`config.mk`:
```
export PLATFORM = sky130hd
export DESIGN_NAME = clkgen_ctrl_regs
export DESIGN_NICKNAME = d
export VERILOG_FILES = /design/src/rtl/clkgen_pkg.sv /design/src/rtl/clkgen_ctrl_field.sv /design/src/rtl/clkgen_div_bank.sv /design/src/rtl/clkgen_run_gate.sv /design/src/rtl/clkgen_ctrl_regs.sv
export SDC_FILE = /design/constraint.sdc
export NUM_CORES = 1
export LEC_CHECK = 0
export BUFFER_PORTS_ARGS = -buffer_cell sky130_fd_sc_hd__clkbuf_2
export CAP_MARGIN = 0
export CORE_ASPECT_RATIO = 1.2
export CORE_MARGIN = 5
export CORE_UTILIZATION = 45
export CTS_BUF_LIST = sky130_fd_sc_hd__clkbuf_4
export CTS_CLUSTER_SIZE = 10
export DETAILED_ROUTE_END_ITERATION = 10
export PLACE_DENSITY_LB_ADDON = 0.2
export SYNTH_ARGS = -nofsm -noshare
export SYNTH_HDL_FRONTEND = slang
export SYNTH_HIERARCHICAL = 1
export SYNTH_SLANG_ARGS = --single-unit
export TNS_END_PERCENT = 5
```
`constraint.sdc`:
```
create_clock -name clk -period 2.8 [get_ports clk]
set_input_delay 0.56 -clock clk [delete_from_list [all_inputs] [get_ports clk]]
set_output_delay 0.56 -clock clk [all_outputs]
set_load 0.005 [all_outputs]
```
`src/rtl/clkgen_pkg.sv`:
```
package clkgen_pkg;

  localparam int unsigned CTRL_OFS  = 32'h40;
  localparam int unsigned WORD_STEP = 4;

  localparam int unsigned BW_LO   = 11;
  localparam int unsigned SRC_LO  = 8;
  localparam int unsigned OD_BIT  = 7;
  localparam int unsigned LK_BIT  = 2;
  localparam int unsigned EN_BIT  = 1;

  typedef struct packed {
    logic [2:0] bw;
    logic [2:0] src;
    logic       od;
    logic       lock;
    logic       en;
  } ctrl_t;

  // bandwidth codes 1..4 name real frequency bands
  function automatic logic bw_code_ok(input logic [2:0] c);
    return (c >= 3'd1) && (c <= 3'd4);
  endfunction

  // reference codes 0..2 name real sources
  function automatic logic src_code_ok(input logic [2:0] c);
    return c <= 3'd2;
  endfunction

  function automatic ctrl_t ctrl_unpack(input logic [31:0] w);
    ctrl_t c;
    c.bw   = w[BW_LO +: 3];
    c.src  = w[SRC_LO +: 3];
    c.od   = w[OD_BIT];
    c.lock = w[LK_BIT];
    c.en   = w[EN_BIT];
    return c;
  endfunction

  function automatic logic [31:0] ctrl_pack(input ctrl_t c);
    logic [31:0] w;
    w = '0;
    w[BW_LO +: 3]  = c.bw;
    w[SRC_LO +: 3] = c.src;
    w[OD_BIT]      = c.od;
    w[LK_BIT]      = c.lock;
    w[EN_BIT]      = c.en;
    return w;
  endfunction

endpackage

```
`src/rtl/clkgen_ctrl_field.sv`:
```
module clkgen_ctrl_field
  import clkgen_pkg::*;
(
  input  logic  clk,
  input  logic  rst_n,
  input  logic  wr_hit,
  input  ctrl_t wr_val,
  output ctrl_t state,
  output logic  frozen,
  output logic  locked,
  output logic  wr_taken,
  output logic  bw_drop,
  output logic  src_drop,
  output logic  cfg_err
);

  logic cfg_open;

  always_comb begin
    frozen   = state.en;
    locked   = state.lock;
    wr_taken = wr_hit && !locked;
    cfg_open = wr_taken && !frozen;
    bw_drop  = cfg_open && !bw_code_ok(wr_val.bw);
    src_drop = cfg_open && !src_code_ok(wr_val.src);
  end

  always_ff @(posedge clk) begin
    if (!rst_n) begin
      state   <= '0;
      cfg_err <= 1'b0;
    end else begin
      cfg_err <= bw_drop || src_drop;
      if (wr_taken) begin
        state.en   <= wr_val.en;
        state.lock <= wr_val.lock;
      end
      if (cfg_open) begin
        state.od <= wr_val.od;
        if (!bw_drop)  state.bw  <= wr_val.bw;
        if (!src_drop) state.src <= wr_val.src;
      end
    end
  end

endmodule

```
`src/rtl/clkgen_div_bank.sv`:
```
module clkgen_div_bank #(
  parameter int unsigned NREG   = 3,
  parameter int unsigned DATA_W = 32,
  parameter logic [NREG*DATA_W-1:0] EXEMPT = '0
) (
  input  logic                   clk,
  input  logic                   rst_n,
  input  logic [NREG-1:0]        wr_sel,
  input  logic [DATA_W-1:0]      wdata,
  input  logic                   lock,
  output logic [NREG*DATA_W-1:0] regs_flat
);

  for (genvar g = 0; g < NREG; g++) begin : g_reg
    logic [DATA_W-1:0] q;
    logic [DATA_W-1:0] wmask;

    assign wmask = lock ? EXEMPT[g*DATA_W +: DATA_W] : {DATA_W{1'b1}};

    always_ff @(posedge clk) begin
      if (!rst_n) q <= '0;
      else if (wr_sel[g]) q <= (q & ~wmask) | (wdata & wmask);
    end

    assign regs_flat[g*DATA_W +: DATA_W] = q;
  end

endmodule

```
`src/rtl/clkgen_run_gate.sv`:
```
module clkgen_run_gate #(
  parameter int unsigned NREQ = 8
) (
  input  logic            en,
  input  logic            od,
  input  logic [NREQ-1:0] req,
  output logic            any_req,
  output logic            run
);

  assign any_req = |req;
  assign run     = en && (!od || any_req);

endmodule

```
`src/rtl/clkgen_ctrl_regs.sv`:
```
module clkgen_ctrl_regs
  import clkgen_pkg::*;
#(
  parameter int unsigned ADDR_W = 8,
  parameter int unsigned DATA_W = 32,
  parameter int unsigned NREQ   = 8
) (
  input  logic              clk,
  input  logic              rst_n,
  input  logic              bus_wr,
  input  logic [ADDR_W-1:0] bus_addr,
  input  logic [DATA_W-1:0] bus_wdata,
  output logic [DATA_W-1:0] bus_rdata,
  input  logic [NREQ-1:0]   periph_req,
  output logic              osc_run,
  output logic              cfg_err,
  output logic [2:0]        bw_sel,
  output logic [2:0]        ref_sel
);

  localparam int unsigned NDIV = 3;
  localparam logic [ADDR_W-1:0] CTRL_A = ADDR_W'(CTRL_OFS);
  // last divider word (post-divider) keeps bit 0 open under lock
  localparam logic [NDIV*DATA_W-1:0] DIV_EXEMPT =
    {{(DATA_W-1){1'b0}}, 1'b1, {((NDIV-1)*DATA_W){1'b0}}};

  ctrl_t                   ctrl_q;
  ctrl_t                   ctrl_wr;
  logic                    hit_ctrl;
  logic [NDIV-1:0]         hit_div;
  logic [NDIV*DATA_W-1:0]  div_flat;
  logic                    frozen, locked, wr_taken, bw_drop, src_drop;
  logic                    any_req;
  logic [DATA_W-1:0]       fb_q, rdv_q, pd_q;

  assign hit_ctrl = bus_wr && (bus_addr == CTRL_A);
  assign ctrl_wr  = ctrl_unpack(bus_wdata[31:0]);

  for (genvar i = 0; i < NDIV; i++) begin : g_dec
    localparam logic [ADDR_W-1:0] DA = ADDR_W'(CTRL_OFS + WORD_STEP*(i+1));
    assign hit_div[i] = bus_wr && (bus_addr == DA);
  end

  clkgen_ctrl_field u_ctrl (
    .clk      (clk),
    .rst_n    (rst_n),
    .wr_hit   (hit_ctrl),
    .wr_val   (ctrl_wr),
    .state    (ctrl_q),
    .frozen   (frozen),
    .locked   (locked),
    .wr_taken (wr_taken),
    .bw_drop  (bw_drop),
    .src_drop (src_drop),
    .cfg_err  (cfg_err)
  );

  clkgen_div_bank #(
    .NREG   (NDIV),
    .DATA_W (DATA_W),
    .EXEMPT (DIV_EXEMPT)
  ) u_div (
    .clk       (clk),
    .rst_n     (rst_n),
    .wr_sel    (hit_div),
    .wdata     (bus_wdata),
    .lock      (locked),
    .regs_flat (div_flat)
  );

  clkgen_run_gate #(.NREQ(NREQ)) u_run (
    .en      (ctrl_q.en),
    .od      (ctrl_q.od),
    .req     (periph_req),
    .any_req (any_req),
    .run     (osc_run)
  );

  assign fb_q  = div_flat[0*DATA_W +: DATA_W];
  assign rdv_q = div_flat[1*DATA_W +: DATA_W];
  assign pd_q  = div_flat[2*DATA_W +: DATA_W];

  always_comb begin
    bus_rdata = '0;
    if (bus_addr == CTRL_A)                           bus_rdata = DATA_W'(ctrl_pack(ctrl_q));
    else if (bus_addr == ADDR_W'(CTRL_OFS + 1*WORD_STEP)) bus_rdata = fb_q;
    else if (bus_addr == ADDR_W'(CTRL_OFS + 2*WORD_STEP)) bus_rdata = rdv_q;
    else if (bus_addr == ADDR_W'(CTRL_OFS + 3*WORD_STEP)) bus_rdata = pd_q;
  end

  assign bw_sel  = ctrl_q.bw;
  assign ref_sel = ctrl_q.src;

endmodule

```
==> impl_metrics.ini, run 1 <==
[status]
status = completed

[sta]
setup-violations-final = 0
rsz0062_at_grt = no
period_needed_ps = 2300
drv_slew = 0
timing.fmax_mhz = 434
clock_skew_ps = 14.1
finalHoldViolations = 0
max_slew.worst_pin.slew_ps = 636
relSlewSlack = 0.576
post-route-period-util = 0.823
tns_ps = 0

[critical_path]
regToRegSetupSlack_ps = 1210
endpoint_kind = output pin
cpLargestDelayFamily = simple AND/OR/NAND/NOR gates
reg2regPathDepth = 2
timing.rr.start = u_ctrl/locked$_SDFFE_PN0N_
cp_slowest_cell = nor4_4
path_cells = clkbuf_2, nor4_4, nand3b_4, buf_4, nor2b_1, clkbuf_2
path_depth = 6
critPathRequiredTime_ps = 2240
worstSetupPathType = primary input to output pin
cp.arrival_ps = 1740
crit_path_max_fanout = 31
slowest_delay_ps = 320
startpoint_type = primary input
cpMostUsedCell = clkbuf_2
worst-path-buf-inv = 3

[placement]
dp.cells = 707
port_buffers = 90
place_congestion = 0.768
dpl.hpwl_um = 7730

[grt]
grtUsageMet2 = 0.286
top_usage_layer = met2
grt_pass1_vias = 3881
grtUsageMet3 = 0.0379
gr-total-overflow = 0
grt_pass1_wl_um = 19100
grt_max_degree = 52
use_met1 = 0.226
antenna_found_initial = 0
track_usage = 0.173

[power]
p_total_mw = 2.44
power_density_nw_per_um2 = 435
p_leak_nw = 2.56
peakVddDrop_v = 0.000219

[die]
core_um2 = 11000
dieArea_um2 = 13400
initial_core_util = 0.457
pin_count = 91
rows = 42
die_y_um = 126
die_w_um = 106

[clock_network]
cts_buffers = 9
root_buffer = clkbuf_4
post_cts_buffers = 0
clk_pin_slew_worst_paths_ps = 150
insertion_delay_ps = 440
ctsResizeCount = 0
cts_tree = done
cts_hold_buf = 0
h-tree-depth = 3
clk_path_buf_depth = 2
cts_sinks = 106

[min_path]
hold_depth = 3
min_from = bus_wdata[7]
min_to = u_ctrl/state[2]$_SDFFE_PN0P_
hold_path.class = primary input to register

[route]
ant_nets = 0
avgViaCountPerCell = 5.22
drc_errors = 0
routed_wl_um = 11400
routedWlPerCell_um = 15.8
firstDrtPassIters = 6
drt_iter0_markers = 167
via_count = 3774

[logic_synthesis]
synth_area_um2 = 5020
synth_nets = 565
syn_inst = 514
avgSynthCellArea_um2 = 9.77
ys_warn_count = 6

[layout]
antenna_cells = 0
final_cell_count_no_fill = 723
final_layout_size_suffix_gt1_frac = 0.266
area_delta_synth_final_pct = 11.7
nNetsFinal = 637

[job]
drv_cap = 0
metrics by stage:
stage | setup WS [ps] | instance area [um^2] | hold slack [ps] | utilization
detailed placement | 301 | 5480 | 449 | 0.499
global placement | 406 | 5480 | 440 | 0.499
floorplan | 558 | 5020 | 432 | -
global route | 373 | 5610 | 321 | 0.511
CTS | 427 | 5610 | 304 | 0.511
finish | 495 | 5610 | 339 | 0.511
routing by layer:
layer  vias to the layer above  part of all wire
met1                      1791              0.47
met5                         -                 0
met4                         0             0.012
met3                        11             0.052
met2                        87              0.47
li1                       1885                 -
worst min-delay path: stages:
cell and delay, ps:
clkbuf_2 100, nand2_1 50, a21boi_1 50
cell usage in the layout (no fill, tap or decap), drive strengths merged, types with 4 or more instances in the layout:
master / n
clkbuf: 98
nor2: 27
a21oi: 4
nor2b: 15
buf: 16
mux4: 9
dfxtp: 106
nand2: 138
a22oi: 23
o21ai: 4
mux2: 23
mux2i: 99
clkinv: 5
final cells by class:
class / count / area (um^2)
clock buffer: 9 / 67.6
multi-input combinational: 363 / 2600
tap: 132 / 165
fill: 1048 / 5380
timing repair buffer: 105 / 591
clock inverter: 7 / 60.1
inverter: 1 / 3.75
sequential: 106 / 2120
worst max path at each step:
| stage | start | endpoint | slack (ps) |
|---|---|---|---|
| after floorplan | bus_addr[5] | u_ctrl/state[5]$_SDFFE_PN0P_ | 560 |
| after global placement | bus_addr[5] | register | 410 |
| after detailed placement | bus_addr[5] | u_ctrl/state[5]$_SDFFE_PN0P_ | 300 |
| after CTS | bus_addr[5] | bus_rdata[2] | 430 |
| after global routing | bus_addr[5] | bus_rdata[2] | 370 |
| final | bus_addr[5] | bus_rdata[2] | 500 |
where the power goes:
group | switching, mW | total [mW] | internal (mW) | leakage (nW)
logic | 0.106 | 0.170 | 0.0647 | 1.63
clock network | 0.492 | 0.755 | 0.263 | 0.0706
registers | 0.000972 | 1.51 | 1.51 | 0.853
Power figures use the tool's default switching activity.
==> inputs of run 2 (changes only) <==
==> constraint.sdc (replaced) <==
create_clock -name clk -period 1.9 [get_ports clk]
set_input_delay 0.38 -clock clk [delete_from_list [all_inputs] [get_ports clk]]
set_output_delay 0.38 -clock clk [all_outputs]
set_load 0.005 [all_outputs]
==> run 2 against run 1 <==
Worst setup slack got worse by 500 ps. Critical path type unchanged. Via count increased by 2.0%. The run now ends with setup timing left. Die area unchanged. First-iteration DRC count decreased by 33%.
==> impl_metrics.ini, run 2 (synthesized netlist as in run 1, its figures left out) <==
[status]
status = finished with violations
violations = setup timing

[route]
routedWlPerCell_um = 15.9
firstDrtPassIters = 4
via_count = 3850
avgViaCountPerCell = 5.22
drc_errors = 0
drt_iter0_markers = 112
routed_wl_um = 11700
ant_nets = 0

[critical_path]
endpoint_kind = output pin
cp_slowest_cell = nor4_4
startpoint_type = primary input
path_cells = clkbuf_2, nor4_4, nand3b_4, buf_12, buf_12, nor2b_1, clkbuf_2
critPathRequiredTime_ps = 1520
slowest_delay_ps = 340
worstSetupPathType = primary input to output pin
worst-path-buf-inv = 4
cpLargestDelayFamily = simple AND/OR/NAND/NOR gates
cp.arrival_ps = 1530
crit_path_max_fanout = 12

[die]
die_y_um = 126
die_w_um = 106
core_um2 = 11000
dieArea_um2 = 13400
rows = 42
initial_core_util = 0.457
pin_count = 91

[placement]
dpl.hpwl_um = 8000
pre_cts_slack_ps = -122
port_buffers = 90
place_congestion = 0.795

[layout]
area_delta_synth_final_pct = 18.7
final_layout_size_suffix_gt1_frac = 0.345
mostFrequentLayoutCell = nand2_1
nNetsFinal = 652
antenna_cells = 0
most-common-layout-cells = 138 x nand2_1, 99 x mux2i_1, 91 x dfxtp_1

[clock_network]
root_buffer = clkbuf_4
clk_pin_slew_worst_paths_ps = 150
clk_path_buf_depth = 2
insertion_delay_ps = 440
cts_sinks = 106
cts_buffers = 9
h-tree-depth = 3
cts_tree = done

[power]
peakVddDrop_v = 0.000323
power_density_nw_per_um2 = 580
p_leak_nw = 2.70

[sta]
clock_skew_ps = 13.2
setup_ws_ps = -5.24
rsz0062_at_grt = yes
max_slew.worst_pin.slew_ps = 352
drv_slew = 0
period_needed_ps = 1910
setup-violations-final = 1
relSlewSlack = 0.765
timing.fmax_mhz = 525
tns_ps = -5.24
hold_ws_ps = 170
post-route-period-util = 1.00
finalHoldViolations = 0

[grt]
top_usage_layer = met2
grt_pass1_wl_um = 19300
grt_max_degree = 86
gr-total-overflow = 0
grtUsageMet2 = 0.301
track_usage = 0.174
grtUsageMet3 = 0.0261
antenna_found_initial = 0
grt_pass1_vias = 3978
use_met1 = 0.223

[min_path]
hold_path.class = primary input to register

[job]
drv_cap = 0
==> run 2: final timing paths <==
| check | startpoint | cells after the start | slack, ps | to |
|---|---|---|---|---|
| worst max-delay path | bus_addr[5] | 7 | -5 | bus_rdata[7] |
| worst min-delay path | bus_wdata[7] | 3 | 170 | u_ctrl/state[2]$_SDFFE_PN0P_ |
| worst max register to register | u_ctrl/locked$_SDFFE_PN0N_ | 4 | 650 | register |
| worst min register to register | register | 2 | 470 | register |
==> run 2: worst reg2reg max path: cells and delay by family, from the launching register on <==
kind | cells | cell delay [ps]
buffers and inverters | 2 | 400
and+or+nand+nor | 1 | 170
DFF | 1 | 360
muxes | 1 | 240
==> run 2: what timing repair did <==
action,CTS,global route
endpoints found under the setup margin,24,24
hold buffers,0,0
gates resized for setup,12,41
pin swaps,2,3
endpoints found under the hold margin,0,0
buffers inserted,3,3
==> run 2: per-layer routing <==
| layer | part of all wire | vias to the layer above |
|---|---|---|
| met5 | 0 | - |
| met4 | 0.014 | 0 |
| met1 | 0.46 | 1839 |
| met2 | 0.48 | 71 |
| li1 | - | 1930 |
| met3 | 0.040 | 10 |
==> run 2: report_power, final <==
group	leakage, nW	switching (mW)	internal (mW)	total, mW
clock	0.0609	0.691	0.264	0.955
sequential	0.861	0.00132	2.22	2.23
combinational	1.77	0.163	0.111	0.274
total	2.70	0.855	2.60	3.45
==> run 2: layout make-up <==
| type | instances | area [um^2] |
|---|---|---|
| clock buffer | 10 | 75.1 |
| clock inverter | 5 | 22.5 |
| fill | 1003 | 5020 |
| inverter | 1 | 3.75 |
| multi-input combinational | 363 | 2710 |
| sequential | 106 | 2140 |
| tap | 132 | 165 |
| timing repair buffer | 120 | 845 |
==> run 2: per-stage QoR <==
| step | instances | utilization | cell area [um^2] | total power [mW] |
|---|---|---|---|---|
| after global placement | 716 | 0.515 | 5660 | 2.54 |
| after global routing | 737 | 0.543 | 5960 | 3.61 |
| after CTS | 734 | 0.528 | 5800 | 3.50 |
| after detailed placement | 716 | 0.515 | 5660 | 2.54 |
| after floorplan | 514 | - | 5040 | 2.43 |
| final | 737 | 0.543 | 5960 | 3.45 |
==> inputs of run 3 (changes only) <==
==> constraint.sdc (replaced) <==
create_clock -name clk -period 1.9 [get_ports clk]
set_input_delay 0.57 -clock clk [delete_from_list [all_inputs] [get_ports clk]]
set_output_delay 0.57 -clock clk [all_outputs]
set_load 0.005 [all_outputs]
==> run 3 against run 2 <==
The run still ends with setup timing left. Critical endpoint is now bus_rdata[1]. Core utilization unchanged. Wire length is 0.24% lower. Worst setup slack lost 270 ps. Design area unchanged.
==> impl_metrics.ini, run 3 (synthesized netlist as in run 1, its figures left out) <==
[grt]
grt_max_degree = 56
grt_pass1_vias = 3996
grtUsageMet2 = 0.300
track_usage = 0.178
grtUsageMet3 = 0.0333
gr-total-overflow = 0
antenna_found_initial = 0
grt_pass1_wl_um = 19400
use_met1 = 0.226
top_usage_layer = met2

[layout]
most-common-layout-cells = 138 x nand2_1, 105 x dfxtp_1, 99 x mux2i_1
area_delta_synth_final_pct = 18.7
final_layout_size_suffix_gt1_frac = 0.305
mostFrequentLayoutCell = nand2_1
final_cell_count_no_fill = 738
antenna_cells = 0
post-route-util = 0.543
nNetsFinal = 652

[route]
routed_wl_um = 11700
firstDrtPassIters = 4
drt_iter0_markers = 160
via_count = 3866
routedWlPerCell_um = 15.8
avgViaCountPerCell = 5.24
drc_errors = 0
ant_nets = 0

[clock_network]
clk_path_buf_depth = 2
insertion_delay_ps = 450
cts_hold_buf = 0
cts_buffers = 9
clk_pin_slew_worst_paths_ps = 150
root_buffer = clkbuf_4
cts_tree = done
cts_sinks = 106
h-tree-depth = 3

[power]
p_switching_uw = 887
internal-power_mw = 2.76
power_frac_comb = 0.081
peakVddDrop_v = 0.000351
seq_power_share = 0.610
power_density_nw_per_um2 = 613
netSwitchingFraction = 0.243
clock_power_share = 0.309
p_leak_nw = 2.72

[placement]
place_congestion = 0.755
dpl.hpwl_um = 8170
dp.cells = 719
port_buffers = 90

[sta]
finalHoldViolations = 0
drv_slew = 0
setup_ws_ps = -277
post-route-period-util = 1.15
tns_ps = -7530
period_needed_ps = 2180
rsz0062_at_grt = yes
hold_ws_ps = 343
timing.fmax_mhz = 459
max_slew.worst_pin.slew_ps = 374
clock_skew_ps = 16.6
relSlewSlack = 0.750
setup-violations-final = 32

[status]
status = finished with violations
violations = setup timing

[die]
initial_core_util = 0.457
die_w_um = 106
dieArea_um2 = 13400
core_um2 = 11000
rows = 42
pin_count = 91
die_y_um = 126

[critical_path]
crit_path_max_fanout = 6
cp.arrival_ps = 1610
slowest_delay_ps = 510
path_cells = clkbuf_16, buf_12, mux4_2, nor2b_4, clkbuf_2
critPathRequiredTime_ps = 1330
endpoint_kind = output pin
cpLargestDelayFamily = multiplexers
worstSetupPathType = primary input to output pin
startpoint_type = primary input
cp_slowest_cell = mux4_2
worst-path-buf-inv = 3

[min_path]
hold_path.class = primary input to register

[job]
drv_cap = 0
==> run 3: cell count changes in the layout (fill, tap and decap cells not counted), moves of 5 or more <==
cell,delta
nor2_2,-11
dfxtp_2,-13
nor2b_4,-5
nor2b_1,+5
nor2_1,+12
dfxtp_1,+14
==> run 3: metrics by stage <==
stage / worst slack, ps / power (mW) / instance area, um^2
4_1_cts: -289 / 3.69 / 5940
6_report: -277 / 3.65 / 5960
3_3_place_gp: -375 / 2.54 / 5680
5_1_grt: -321 / 3.81 / 5960
3_5_place_dp: -382 / 2.55 / 5680
2_1_floorplan: -276 / 2.43 / 5040
==> run 3: tightest hold or removal path: cells and delay by family <==
kind	cells	cell delay (ps)
AOI/OAI and AO/OA	1	50
and+or+nand+nor	1	50
buffers and inverters	1	90
==> run 3: path summary, 6_finish.rpt <==
kind	from	to	slack, ps	depth (start not counted)
max	bus_addr[2]	bus_rdata[1]	-280	5
min	bus_wdata[7]	u_ctrl/state[2]$_SDFFE_PN0P_	340	3
max reg2reg	u_ctrl/locked$_SDFFE_PN0N_	u_ctrl/state[7]$_SDFFE_PN0P_	630	4
min reg2reg	register	register	470	2
==> run 3: power groups by stage <==
stage,registers [mW],clock network [mW],logic [mW]
global placement,2.28,0,0.269
global route,2.23,1.26,0.323
finish,2.23,1.13,0.297
floorplan,2.28,0,0.155
detailed placement,2.28,0,0.273
CTS,2.23,1.17,0.298
==> run 3: repair_timing <==
item | in CTS | in global routing
gates cloned | 2 | 0
resized for setup | 17 | 7
pin swaps | 1 | 1
setup endpoints to repair | 32 | 40
setup buffers | 1 | 0
==> run 3: layer usage <==
metal / vias to the layer above / wire length, um / part of all wire
met1: 1839 / 5310 / 0.45
met5: - / 0 / 0
met3: 15 / 546 / 0.047
met2: 88 / 5630 / 0.48
li1: 1924 / - / -
met4: 0 / 211 / 0.018
==> run 3: final cells by class <==
class                           count  area [um^2]
Clock buffer                       10         75.1
Clock inverter                      6         57.6
Fill cell                         992         5020
Inverter                            1         3.75
Multi-Input combinational cell    363         2660
Sequential cell                   106         2120
Tap cell                          132          165
Timing Repair Buffer              120          878
